**src/rtl/mdio_mgmt_pkg.sv**
```systemverilog
package mdio_mgmt_pkg;

    // Register byte offsets (host-visible layout)
    localparam logic [11:0] OFS_CFG  = 12'h500;
    localparam logic [11:0] OFS_CTRL = 12'h504;
    localparam logic [11:0] OFS_WDAT = 12'h508;
    localparam logic [11:0] OFS_RDAT = 12'h50C;

    // Field positions
    localparam int CFG_EN_BIT   = 6;
    localparam int CTRL_PHY_LSB = 24;
    localparam int CTRL_REG_LSB = 16;
    localparam int CTRL_RD_BIT  = 15;
    localparam int CTRL_WR_BIT  = 14;
    localparam int CTRL_GO_BIT  = 11;
    localparam int CTRL_RDY_BIT = 7;

    // Opcode as sent on the wire; bit 1 maps to CTRL_RD_BIT, bit 0 to CTRL_WR_BIT
    typedef enum logic [1:0] {
        OP_NONE  = 2'b00,
        OP_WRITE = 2'b01,
        OP_READ  = 2'b10
    } mdio_op_e;

    typedef struct packed {
        logic [4:0] phy;
        logic [4:0] regad;
        mdio_op_e   op;
    } mdio_cmd_t;

    function automatic mdio_cmd_t decode_cmd(input logic [31:0] word);
        mdio_cmd_t c;
        c.phy   = word[CTRL_PHY_LSB +: 5];
        c.regad = word[CTRL_REG_LSB +: 5];
        c.op    = word[CTRL_RD_BIT] ? OP_READ : OP_WRITE;
        return c;
    endfunction

endpackage

```
**src/rtl/mdc_clock_gen.sv**
```systemverilog
module mdc_clock_gen #(
    parameter int DIV_W = 6
) (
    input  logic             clk,
    input  logic             rst,
    input  logic             run,
    input  logic [DIV_W-1:0] div,
    output logic             mdc,
    output logic             rise,
    output logic             fall
);

    logic [DIV_W-1:0] cnt;
    logic             tick;

    assign tick = run && (cnt >= div);
    assign rise = tick && !mdc;
    assign fall = tick && mdc;

    always_ff @(posedge clk) begin
        if (rst || !run) begin
            cnt <= '0;
            mdc <= 1'b0;
        end else if (tick) begin
            cnt <= '0;
            mdc <= !mdc;
        end else begin
            cnt <= cnt + 1'b1;
        end
    end

    // MDC only moves while a frame is running
    a_r4_mdc_moves_only_when_running: assert property (@(posedge clk) disable iff (rst)
        (mdc != $past(mdc)) |-> $past(run));

    // MDC rests low outside frames
    a_r4_mdc_idle_low: assert property (@(posedge clk) disable iff (rst)
        !run |-> !mdc);

endmodule

```
**src/rtl/mdio_frame_engine.sv**
```systemverilog
module mdio_frame_engine
    import mdio_mgmt_pkg::*;
#(
    parameter int PRE_LEN = 32
) (
    input  logic      clk,
    input  logic      rst,
    input  logic      en,
    input  logic      start_req,
    input  mdio_cmd_t cmd,
    input  logic [15:0] wdata,
    input  logic      rise,
    input  logic      fall,
    input  logic      mdio_i,
    output logic      busy,
    output logic      mdio_o,
    output logic      mdio_oe,
    output logic [15:0] rdata
);

    localparam int FRAME_LEN = PRE_LEN + 32;
    localparam int CNT_W     = $clog2(FRAME_LEN);
    localparam logic [CNT_W-1:0] LAST_C = CNT_W'(FRAME_LEN - 1);
    localparam logic [CNT_W-1:0] TA_C   = CNT_W'(PRE_LEN + 14);
    localparam logic [CNT_W-1:0] DATA_C = CNT_W'(PRE_LEN + 16);

    logic [FRAME_LEN-1:0] sh;
    logic [CNT_W-1:0]     bit_cnt;
    logic                 is_rd;
    logic                 accept;
    logic                 cmd_rd;

    assign accept = start_req && en && !busy;
    assign cmd_rd = (cmd.op == OP_READ);

    always_ff @(posedge clk) begin
        if (rst) begin
            busy    <= 1'b0;
            sh      <= '0;
            bit_cnt <= '0;
            is_rd   <= 1'b0;
            rdata   <= '0;
        end else if (accept) begin
            busy    <= 1'b1;
            bit_cnt <= '0;
            is_rd   <= cmd_rd;
            sh      <= {{PRE_LEN{1'b1}}, 2'b01, cmd.op, cmd.phy, cmd.regad,
                        (cmd_rd ? 2'b11 : 2'b10), (cmd_rd ? 16'hFFFF : wdata)};
        end else if (busy) begin
            if (rise && is_rd && (bit_cnt >= DATA_C))
                rdata <= {rdata[14:0], mdio_i};
            if (fall) begin
                if (bit_cnt == LAST_C) begin
                    busy <= 1'b0;
                end else begin
                    bit_cnt <= bit_cnt + 1'b1;
                    sh      <= {sh[FRAME_LEN-2:0], 1'b0};
                end
            end
        end
    end

    assign mdio_o  = sh[FRAME_LEN-1];
    assign mdio_oe = busy && !(is_rd && (bit_cnt >= TA_C));

    // a start seen during a frame never restarts the bit counter
    a_r7_busy_start_ignored: assert property (@(posedge clk) disable iff (rst)
        (busy && start_req) |=> (bit_cnt >= $past(bit_cnt)));

    // no frame begins while the interface is disabled
    a_r7_disabled_no_start: assert property (@(posedge clk) disable iff (rst)
        (!en && !busy) |=> !busy);

    // a frame ends only after its last bit
    a_r5_full_frame: assert property (@(posedge clk) disable iff (rst)
        $fell(busy) |-> ($past(bit_cnt) == LAST_C));

    // once released during a read, the line stays released until the frame ends
    a_r6_release_holds: assert property (@(posedge clk) disable iff (rst)
        (busy && !mdio_oe) |=> (!mdio_oe || !busy));

endmodule

```
**src/rtl/mdio_mgmt_master.sv**
```systemverilog
module mdio_mgmt_master
    import mdio_mgmt_pkg::*;
#(
    parameter int ADDR_W    = 12,
    parameter int DIV_W     = 6,
    parameter int DIV_RESET = 29,
    parameter int PRE_LEN   = 32
) (
    input  logic              clk,
    input  logic              rst,
    input  logic              reg_wr,
    input  logic [ADDR_W-1:0] reg_addr,
    input  logic [31:0]       reg_wdata,
    output logic [31:0]       reg_rdata,
    output logic              mdc,
    output logic              mdio_o,
    output logic              mdio_oe,
    input  logic              mdio_i,
    output logic              busy
);

    localparam logic [ADDR_W-1:0] A_CFG  = ADDR_W'(OFS_CFG);
    localparam logic [ADDR_W-1:0] A_CTRL = ADDR_W'(OFS_CTRL);
    localparam logic [ADDR_W-1:0] A_WDAT = ADDR_W'(OFS_WDAT);
    localparam logic [ADDR_W-1:0] A_RDAT = ADDR_W'(OFS_RDAT);

    logic [DIV_W-1:0] div_q;
    logic             en_q;
    mdio_cmd_t        cmd_q;
    mdio_cmd_t        cmd_in;
    logic [15:0]      wdat_q;
    logic [15:0]      rdat;
    logic             wr_cfg, wr_ctrl, wr_wdat, start_req;
    logic             rise, fall;
    logic             unused_wbits;

    assign wr_cfg    = reg_wr && (reg_addr == A_CFG);
    assign wr_ctrl   = reg_wr && (reg_addr == A_CTRL);
    assign wr_wdat   = reg_wr && (reg_addr == A_WDAT);
    assign cmd_in    = decode_cmd(reg_wdata);
    assign start_req = wr_ctrl && reg_wdata[CTRL_GO_BIT];
    assign unused_wbits = ^{reg_wdata[31:29], reg_wdata[23:21]};

    always_ff @(posedge clk) begin
        if (rst) begin
            div_q  <= DIV_W'(DIV_RESET);
            en_q   <= 1'b0;
            cmd_q  <= '{phy: '0, regad: '0, op: OP_NONE};
            wdat_q <= '0;
        end else begin
            if (wr_cfg) begin
                div_q <= reg_wdata[DIV_W-1:0];
                en_q  <= reg_wdata[CFG_EN_BIT];
            end
            if (wr_ctrl && !busy)
                cmd_q <= cmd_in;
            if (wr_wdat)
                wdat_q <= reg_wdata[15:0];
        end
    end

    always_comb begin
        reg_rdata = '0;
        case (reg_addr)
            A_CFG: begin
                reg_rdata[DIV_W-1:0]  = div_q;
                reg_rdata[CFG_EN_BIT] = en_q;
            end
            A_CTRL: begin
                reg_rdata[CTRL_PHY_LSB +: 5] = cmd_q.phy;
                reg_rdata[CTRL_REG_LSB +: 5] = cmd_q.regad;
                reg_rdata[CTRL_RD_BIT]       = cmd_q.op[1];
                reg_rdata[CTRL_WR_BIT]       = cmd_q.op[0];
                reg_rdata[CTRL_RDY_BIT]      = !busy;
            end
            A_WDAT:  reg_rdata[15:0] = wdat_q;
            A_RDAT:  reg_rdata[15:0] = rdat;
            default: reg_rdata = '0;
        endcase
    end

    mdc_clock_gen #(.DIV_W(DIV_W)) u_clk (
        .clk  (clk),
        .rst  (rst),
        .run  (busy),
        .div  (div_q),
        .mdc  (mdc),
        .rise (rise),
        .fall (fall)
    );

    mdio_frame_engine #(.PRE_LEN(PRE_LEN)) u_eng (
        .clk       (clk),
        .rst       (rst),
        .en        (en_q),
        .start_req (start_req),
        .cmd       (cmd_in),
        .wdata     (wdat_q),
        .rise      (rise),
        .fall      (fall),
        .mdio_i    (mdio_i),
        .busy      (busy),
        .mdio_o    (mdio_o),
        .mdio_oe   (mdio_oe),
        .rdata     (rdat)
    );

    // the data line holds still across each MDC high phase
    a_r9_mdio_steady_high: assert property (@(posedge clk) disable iff (rst)
        (mdc && $past(mdc)) |-> $stable(mdio_o));

    // the stored command does not change while a frame runs
    a_r7_cmd_frozen: assert property (@(posedge clk) disable iff (rst)
        (busy && $past(busy)) |-> $stable(cmd_q));

endmodule

```
**config.mk**
```make
export PLATFORM = sky130hd
export DESIGN_NAME = mdio_mgmt_master
export DESIGN_NICKNAME = d
export VERILOG_FILES = /design/src/rtl/mdio_mgmt_pkg.sv /design/src/rtl/mdc_clock_gen.sv /design/src/rtl/mdio_frame_engine.sv /design/src/rtl/mdio_mgmt_master.sv
export SDC_FILE = /design/constraint.sdc
export NUM_CORES = 1
export LEC_CHECK = 0
export CAP_MARGIN = 5
export CORE_ASPECT_RATIO = 1.4
export CORE_MARGIN = 1.5
export CORE_UTILIZATION = 57
export DETAILED_ROUTE_END_ITERATION = 7
export DONT_BUFFER_PORTS = 1
export PLACE_DENSITY = 0.73
export SLEW_MARGIN = 10
export SYNTH_ARGS = -nofsm -noshare
export SYNTH_HDL_FRONTEND = slang
export SYNTH_SLANG_ARGS = --single-unit
```
**constraint.sdc**
```tcl
create_clock -name clk -period 1.96 [get_ports clk]
set_input_delay 0.098 -clock clk [delete_from_list [all_inputs] [get_ports clk]]
set_output_delay 0.098 -clock clk [all_outputs]
set_load 0.005 [all_outputs]
```
Word-level counts from Yosys, hierarchy flattened
Index checks and enable logic that the tools add are counted.

Add/subtract/negate cells: 2. Bitwise gates (word level): 2. $lt $le $gt $ge: 3. Equal/unequal tests: 7. Mux-type cells: 17. Reductions and logical operators: 25.

Operator list (number): 2-to-1 mux 64 bit (4); equality test 12 x 11 -> 1 bit, second input constant (4); one-hot mux 7 bit (3 select lines) (1); 2-to-1 mux 16 bit (1); logical AND 1 bit (14); adder 6 x 1 -> 6 bit, second input constant (2); greater-or-equal comparator 6 bit, second input constant (2); one-hot mux 6 bit (2 select lines) (1); 2-to-1 mux 5 bit (2); AND reduction 3 bit (3); equality test 6 bit, second input constant (1); greater-or-equal comparator 6 bit (1); one-hot mux 2 bit (3 select lines) (1); 2-to-1 mux 1 bit (5); nonzero test 2 bit (2); OR reduction 2 bit (2); logical NOT 1 bit (3); one-hot mux 1 bit (3 select lines) (1); equality test 2 bit, second input constant (1); 2-to-1 mux 2 bit (1); != test 2 x 1 -> 1 bit, second input constant (1); NOT 1 bit (2); logical OR 1 bit (1).

Register bits: 130. Output and inout port bits: 36. Input bits: 48. Logic and storage cells: 70.

Depth between registers and ports, before layout
Gate-level depths: netlist of the first run.

Depth in word-level cells: 7. Depth in mapped cells: 10.

By module
Synthesis of the first run repeated with hierarchy kept, for this count alone.

Cells, all modules: 713. Area, all modules: 6098.3 um^2.

Modules (own cells, without submodules): mdio_frame_engine (seq. area each 1761.7 um^2, cells each 424, area an instance 3532.1 um^2, times used 1); mdio_mgmt_master (seq. area each 700.7 um^2, cells each 240, area an instance 2120.8 um^2, times used 1); mdc_clock_gen (seq. area each 140.1 um^2, cells each 49, area an instance 445.4 um^2, times used 1).

Least setup slack after synthesis of the first run
Ideal clock, no wire load.

Path kind: register -> register. Start: register u_clk.cnt[0]. End: register u_clk.cnt[2]. Setup time: 0.066 ns. Arrival: 2.064 ns. Clock period less this slack: 2.130 ns. Slack: -0.170 ns. Cell stages (with the launch flop): 11. Buffers on the path: 3. Path through: dfxtp_1 -> inv_1 -> ha_1 -> nand2b_1 -> a21oi_1 -> o221a_2 -> buf_2 -> buf_2 -> buf_1 -> nand3b_1 -> nor2_1.

Cells in the longest elaborated chain, start to end: 3.

Ends and longest elaborated chain: from (decl) (line mdc_clock_gen.sv:13) `logic [DIV_W-1:0] cnt;`; from (signal assigned) (line mdc_clock_gen.sv:28) `cnt <= cnt + 1'b1;`; greater-or-equal comparator 6 bit (line mdc_clock_gen.sv:16) `assign tick = run && (cnt >= div);`; logical AND 1 bit (line mdc_clock_gen.sv:16); OR reduction 2 bit (no source line).

Parallel ways exist; a longest one is shown, timed or not. A chain may end at the register's enable or synchronous reset.

Worst setup path after layout of the first run
Start: register div_q[3]. End: register u_eng.bit_cnt[4].

Cells in the longest elaborated chain, start to end: 4.

Ends and longest elaborated chain: from (decl) (line mdio_mgmt_master.sv:27) `logic [DIV_W-1:0] div_q;`; from (signal assigned) (line mdio_mgmt_master.sv:46) `div_q <= DIV_W'(DIV_RESET);`; from (signal assigned) (line mdio_mgmt_master.sv:52) `div_q <= reg_wdata[DIV_W-1:0];`; greater-or-equal comparator 6 bit (line mdc_clock_gen.sv:16); logical AND 1 bit (line mdc_clock_gen.sv:16); logical AND 1 bit (line mdc_clock_gen.sv:18) `assign fall = tick && mdc;`; AND reduction 3 bit (no source line); to (signal assigned) (line mdio_frame_engine.sv:56) `bit_cnt <= bit_cnt + 1'b1;`; to (decl) (line mdio_frame_engine.sv:28) `logic [CNT_W-1:0] bit_cnt;`.

Every way passes these cells.

==> metrics.md, run 1 <==
| Metric | Value |
|---|---|
| Clock H-tree levels | 4 |
| Failing checks | negative hold slack, negative setup slack |
| Diode count | 0 |
| RSZ-0062 raised after global routing | true |
| Die ar. | 11100 µm² |
| Headroom to the max-slew limit | 61.7% |
| Cell Chain, Critical Path | inv_2, ha_4, nand4_1, o221a_4, buf_12, or4_4, a21oi_2 |
| Routed Antenna Nets | 0 |
| Crit path required time | 2.31 ns |
| Worst Setup EP | u_eng.bit_cnt[4] |
| Via density | 6.45 |
| EDFF count, synth | 0 |
| Core box area | 10000 µm² |
| Drt drc | 0 |
| Clock Skew | 0.0101 ns |
| Cell with the most instances after synthesis | dfxtp_1 |
| Gpl congestion | 0.829 |
| Peak supply drop | 0.000685 V |
| Clk_lat worst skew | 0.42 ns |
| Post-layout instance area | 7630 µm² |
| Number of max-cap violations | 0 |
| CTS Buffer Depth | 2 |
| Pre-Repair DR Iteration Count | 5 |
| Fmax | 465 MHz |
| Min setup slack post-route | -0.189 ns |
| Max Transition Viols Final | 0 |
| Crit path from | div_q[3] |
| Final cycle utilization of the critical path | 110% |
| P per Cell Area | 773 nW/µm² |
| Die height | 124 µm |
| Reg2reg end | u_eng.bit_cnt[4] |
| Yosys reg bits | 130 |
| Wire per inst | 20.0 µm |
| Fin util | 76.2% |
| Commonest cells in the netlist | 130 x dfxtp_1, 81 x nor2_1, 50 x clkbuf_1, 49 x nand3_1, 46 x a21oi_1 |
| Async S/R FF share, synth | 0% |
| Setup violators final | 88 |
| Worst hold margin | -0.258 ns |
| Crit path max fanout | 9 |
| Sequential share of the synthesized area | 43.8% |
| Cell variety after synth | 47 |
| Sink Count | 130 |
| Clock transition at path regs | 0.06 ns |
| Synth top area cells | dfxtp_1 44%, nor2_1 5.1%, a211oi_1 4.4% |
| Reg2reg path depth | 7 |
| Startpoint types | flop |
| Wirelength, routed | 17600 µm |
| CP endpoint kind | flop |
| Initial core utilization | 59.4% |
| Vias in the first global route | 4846 |
| GRT overflow | 0 |
| DP Area | 6150 µm² |
| Reg-to-reg startpoint | div_q[3] |
| Area grow syn2layout | 28.4% |
| Status | finished, violations left |
| CP max stage cell | or4_4 |
| Layout cells sized above 1 | 21.4% |
| Ports | 84 |
| Critical path class | flop to flop |
| Drt initial violations | 559 |
| Fin nets | 787 |
| Port bufs | 0 |
| Main flop type after synthesis | dfxtp_1 |
| CP arrival | 2.50 ns |
| Root buf cell | clkbuf_16 |
| Overall global routing resource usage | 27.7% |
| FF-to-FF setup slack | -0.19 ns |
| Antenna violations before repair | 0 |
| Area of the mapped netlist | 5940 µm² |
| Largest net degree at the start of global routing | 120 |
| Number of synthesis warnings | 0 |
| Num CTS Buffers | 17 |
| Total power draw | 5900 µW |
| HPWL Detailed | 9370 µm |
| Final Hold Vio Count | 100 |
| CTS tree | yes |
| Die X | 89.3 µm |
| Leak pwr | 0.00258 µW |
| Cell taking the most area after synthesis | dfxtp_1 |
| Routed via count | 5656 |
| Worst-margin pin slew | 0.574 ns |
| Hold Crit Class | primary input to flop |
| CP peak stage delay | 0.49 ns |
| Synth top area share | 43.8% |
| Mapped Cells | 705 |
| Period minus WS final | 2.15 ns |
| Syn Area/Cell | 8.43 µm² |
| Total negative setup slack | -5.46 ns |
| First-pass GRT wire length | 23700 µm |
| FP Rows | 43 |
## cell families after synthesis
family                   share of synthesized area [%]
multiplexers                                      6.11
XOR/XNOR                                         0.737
adder cells (fa/ha/maj)                           1.89
buffers and inverters                             6.72
other                                           0.0631
AND/OR/NAND/NOR                                   20.2
AO/OA/AOI/OAI                                     20.5
flip-flops                                        43.8
## cell type report
type	instances	area, µm²
multi-input cells	498	3310
flip-flops and latches	130	2610
fillers	650	2380
repair buffers	74	916
clock buffers	21	460
well taps	135	169
clock inverters	10	134
inverters	9	33.8
## worst max-delay path, delay by kind of cell, from the launching register on
| family | cells | cell delay (ns) |
|---|---|---|
| simple gates | 2 | 0.69 |
| compound gates | 2 | 0.53 |
| flops | 1 | 0.35 |
| fa+ha+maj | 1 | 0.27 |
| buf+inv | 2 | 0.24 |
## metrics by stage
stage / worst slack, ns / cells
6_report: -0.189 / 877
5_1_grt: -0.203 / 877
4_1_cts: -0.0198 / 848
3_5_place_dp: -0.125 / 809
3_3_place_gp: 0.00396 / 809
2_1_floorplan: 0.00903 / 710
## worst min path at each step
stage            startpoint  depth (start not counted)  slack, ns      endpoint
6_report                rst                          1      -0.26  u_eng.sh[55]
4_1_cts                 rst                          1      -0.25  u_eng.sh[10]
5_1_grt                 rst                          1      -0.27  u_eng.sh[56]
2_1_floorplan  reg_wdata[2]                          1       0.22      div_q[2]
3_3_place_gp            rst                          1       0.18  u_eng.sh[53]
3_5_place_dp            rst                          1       0.18  u_eng.sh[10]
## flip-flops by register name, summed over array words and instances (netlist names)
name	cells
u_eng.sh	64
u_eng.rdata	16
wdat_q	16
cmd_q	12
div_q	6
u_clk.cnt	6
u_eng.bit_cnt	6
en_q	1
u_clk.mdc	1
u_eng.busy	1
u_eng.is_rd	1
## routing by layer
layer,up-vias,track usage (%),routed length (µm)
met3,51,5.57,1310
met5,-,0,0
met2,314,44.8,9040
met4,0,13.5,628
met1,2692,34.8,6580
li1,2599,-,-
## power by group
| part | switching, µW | leakage [µW] | internal [µW] |
|---|---|---|---|
| sequential | 0.0713 | 0.00105 | 2640 |
| combinational | 20.4 | 0.00125 | 26.1 |
| clock | 1160 | 0.000289 | 2050 |
## timing repair
| item | in CTS | in global routing |
|---|---|---|
| pin swaps | 24 | 16 |
| hold buffers | 2 | 18 |
| hold endpoints to repair | 117 | 122 |
| buffers inserted | 4 | 3 |
| cloned | 2 | 8 |
| resized for setup | 21 | 65 |
| setup endpoints to repair | 83 | 88 |
## cells in the final DEF, fill, tap and decap left out, types with 6 or more instances in the layout
cell / synthesis / layout
a211oi_2: 0 / 31
a21oi_1: 46 / 41
a22oi_1: 9 / 9
a31oi_1: 25 / 25
and3_1: 15 / 15
buf_12: 1 / 9
buf_4: 11 / 26
buf_6: 4 / 8
clkbuf_16: 0 / 23
conb_1: 1 / 6
dfxtp_1: 130 / 124
dfxtp_2: 0 / 6
dlygate4sd3_1: 0 / 20
mux2_2: 10 / 10
mux2i_1: 25 / 25
nand2_1: 40 / 39
nand3_1: 49 / 49
nor2_1: 81 / 81
nor3_1: 38 / 36
o211ai_1: 29 / 29
o21ai_0: 33 / 32
(Power assumes the default switching activity.)
==> run 2: changes to the inputs <==
--- a/config.mk
+++ b/config.mk
@@ -11,7 +11,7 @@
 export CORE_UTILIZATION = 57
 export DETAILED_ROUTE_END_ITERATION = 7
 export DONT_BUFFER_PORTS = 1
-export PLACE_DENSITY = 0.73
+export PLACE_DENSITY = 0.75
 export SLEW_MARGIN = 10
 export SYNTH_ARGS = -nofsm -noshare
 export SYNTH_HDL_FRONTEND = slang
==> metrics.md, run 2 (synthesis gave the netlist of run 1 again) <==
| Metric | Value |
|---|---|
| Status | finished, violations left |
| Failing checks | negative hold slack, negative setup slack |
| Biggest regs | u_eng.sh: 64 flops, u_eng.rdata: 16 flops, wdat_q: 16 flops |
| Core box area | 10000 µm² (unchanged) |
| Clock power frac | 57.2% (+2.8 points) |
| Ports | 84 (unchanged) |
| Die height | 124 µm (unchanged) |
| Crit path max fanout | 9 (unchanged) |
| Routed Antenna Nets | 0 (unchanged) |
| CTS tree | yes |
| Final non-filler cell total | 864 (-1.5%) |
| Worst slack, placed | -0.143 ns (-0.0182 ns) |
| CP top delay family | simple AND/OR/NAND/NOR gates |
| Fillcell total | 671 (+3.2%) |
| CTS Buffer Depth | 2 (unchanged) |
| Met3 usage | 9.21% (+3.6 points) |
| Via density | 6.52 (+1.0%) |
| Largest net degree at the start of global routing | 120 (unchanged) |
| Most common cell after layout, fill and taps aside | dfxtp_1 |
| GR peak layer | met2 |
| Worst-margin pin slew | 0.604 ns (+0.0305 ns) |
| Overall global routing resource usage | 29.8% (+2.1 points) |
| Area grow syn2layout | 27.4% |
| Drt initial violations | 530 (-5.2%) |
| Vias in the first global route | 5162 (+6.5%) |
| Cell Int Power | 4980 µW (+5.4%) |
| CP arrival | 2.37 ns (-0.13 ns) |
| Max Transition Viols Final | 0 (unchanged) |
| Cell Chain, Critical Path | or4b_1, nor3_1, and3_1, buf_4, mux2i_1, nor2_1, dlygate4sd3_1 |
| M2 GR Usage | 49.6% (+4.8 points) |
| Sequential Power Share | 42.1% (-2.7 points) |
| Pre-Repair DR Iteration Count | 6 (+1) |
| Sink Count | 130 (unchanged) |
| Headroom to the max-slew limit | 59.7% (-2.0 points) |
| CP max stage cell | or4b_1 |
| Drt drc | 0 (unchanged) |
| Die ar. | 11100 µm² (unchanged) |
| Layout cells sized above 1 | 23.9% (+2.4 points) |
| Leak pwr | 0.00254 µW (-1.8%) |
| Critical path class | primary input to flop |
| Antenna violations before repair | 0 (unchanged) |
| HPWL Detailed | 9530 µm (+1.7%) |
| First-pass GRT wire length | 25100 µm (+5.9%) |
| Gate power share | 0.6% (-0.2 points) |
| Startpoint types | primary input |
| Diode count | 0 (unchanged) |
| Initial core utilization | 59.4% (unchanged) |
| Root buf cell | clkbuf_16 |
| CP Buf/Inv Count | 2 (unchanged) |
| CP peak stage delay | 0.59 ns (+0.10 ns) |
| RSZ-0062 raised after global routing | true |
| Die X | 89.3 µm (unchanged) |
| Final cycle utilization of the critical path | 105% (-4.8 points) |
| Biggest register | u_eng.sh |
| Num CTS Buffers | 17 (unchanged) |
| Worst hold margin | -0.256 ns (+0.00244 ns) |
| CP endpoint kind | flop |
| P per Cell Area | 828 nW/µm² (+7.1%) |
| Placed Cells | 806 (-0.37%) |
| Port bufs | 0 (unchanged) |
| Sw Pwr | 1290 µW (+9.6%) |
| Gpl congestion | 0.794 (-4.3%) |
| Final Hold Vio Count | 121 (+21%) |
| Routed via count | 5629 (-0.48%) |
| Setup violators final | 42 (-52%) |
| Switching Fraction | 20.6% (+0.63 points) |
| Met1 global-route usage | 34.3% (-0.50 points) |
| GRT overflow | 0 (unchanged) |
| Number of max-cap violations | 0 (unchanged) |
| Clock transition at path regs | 0.06 ns (about the same) |
| Peak supply drop | 0.000602 V (-12%) |
| Max reg flops | 64 (unchanged) |
| Hold buffers post-CTS | 3 (+1) |
| Wire per inst | 20.8 µm (+4.0%) |
| Clk_lat worst skew | 0.43 ns (about the same) |
| FP Rows | 43 (unchanged) |
| Crit path required time | 2.28 ns (-0.03 ns) |
| Fmax | 487 MHz (+4.6%) |
| Min setup slack post-route | -0.0945 ns (+0.0947 ns) |
| Clock H-tree levels | 4 (unchanged) |
| Fin nets | 773 (-1.8%) |
| Wirelength, routed | 18000 µm (+2.4%) |
| Period minus WS final | 2.05 ns (-0.0947 ns) |
| Hold Crit Class | primary input to flop |
| Clock Skew | 0.00836 ns (-0.00176 ns) |
| Most frequent cells in the layout | 121 x dfxtp_1, 81 x nor2_1, 47 x nand3_1, 37 x nand2_1, 33 x a21oi_1 |
==> run 2: cell count changes in the layout (fill, tap and decap cells not counted), moves of 4 or more <==
cell / before / now
nor3_2: 2 / 6
clkinv_2: 4 / 0
a211oi_1: 4 / 19
a21oi_1: 41 / 33
clkinv_4: 1 / 5
buf_4: 26 / 31
dlygate4sd3_1: 20 / 3
o21ai_0: 32 / 18
a21oi_2: 3 / 10
nor3_1: 36 / 32
o21ai_1: 4 / 17
a211oi_2: 31 / 16
==> run 2: final timing paths <==
path | from | endpoint | cells after the start | slack [ns]
min reg2reg | cmd_q[6] | cmd_q[6] | 2 | 0.44
min | rst | u_eng.sh[37] | 1 | -0.26
max reg2reg | u_eng.busy | u_eng.sh[32] | 6 | -0.09
max | reg_addr[7] | en_q | 7 | -0.09
==> run 2: layer usage <==
layer / vias to the layer above / part of all wire, %
met5: - / 0
li1: 2572 / -
met3: 83 / 7.4
met1: 2678 / 37
met2: 296 / 51
met4: 0 / 4.2
==> run 2: power groups by stage <==
stage / Clock (µW) / Combinational [µW] / Sequential, µW
final: 3590 / 40.4 / 2640
after global routing: 3710 / 43.3 / 2640
after CTS: 3580 / 37.0 / 2640
after detailed placement: 0 / 37.0 / 2700
after global placement: 0 / 36.4 / 2700
after floorplan: 0 / 83.7 / 2700
==> run 2: what timing repair did <==
| item | CTS | global route |
|---|---|---|
| endpoints found under the setup margin | 89 | 96 |
| buffers inserted | 4 | 10 |
| resized for setup | 28 | 82 |
| pin swaps | 10 | 33 |
| hold endpoints to repair | 120 | 123 |
| gates cloned | 3 | 6 |
==> run 2: stage by stage <==
step | util [%] | power (µW) | TNS [ns] | hold slack, ns | cell area, µm²
2_1_floorplan | - | 2780 | 0 | 0.216 | 5980
3_3_place_gp | 61.3 | 2740 | -0.358 | 0.179 | 6130
3_5_place_dp | 61.3 | 2740 | -4.18 | 0.182 | 6130
4_1_cts | 70.6 | 6260 | -0.0431 | -0.262 | 7060
5_1_grt | 75.7 | 6400 | -8.17 | -0.279 | 7570
6_report | 75.7 | 6270 | -1.05 | -0.256 | 7570
==> run 2: layout make-up <==
| cell class | instances | area [µm²] | share of cell area, % |
|---|---|---|---|
| Timing Repair Buffer | 58 | 724 | 9.57 |
| Inverter | 9 | 33.8 | 0.446 |
| Multi-Input combinational cell | 500 | 3360 | 44.4 |
| Sequential cell | 130 | 2610 | 34.5 |
| Clock inverter | 14 | 228 | 3.01 |
| Tap cell | 135 | 169 | 2.23 |
| Clock buffer | 18 | 439 | 5.80 |
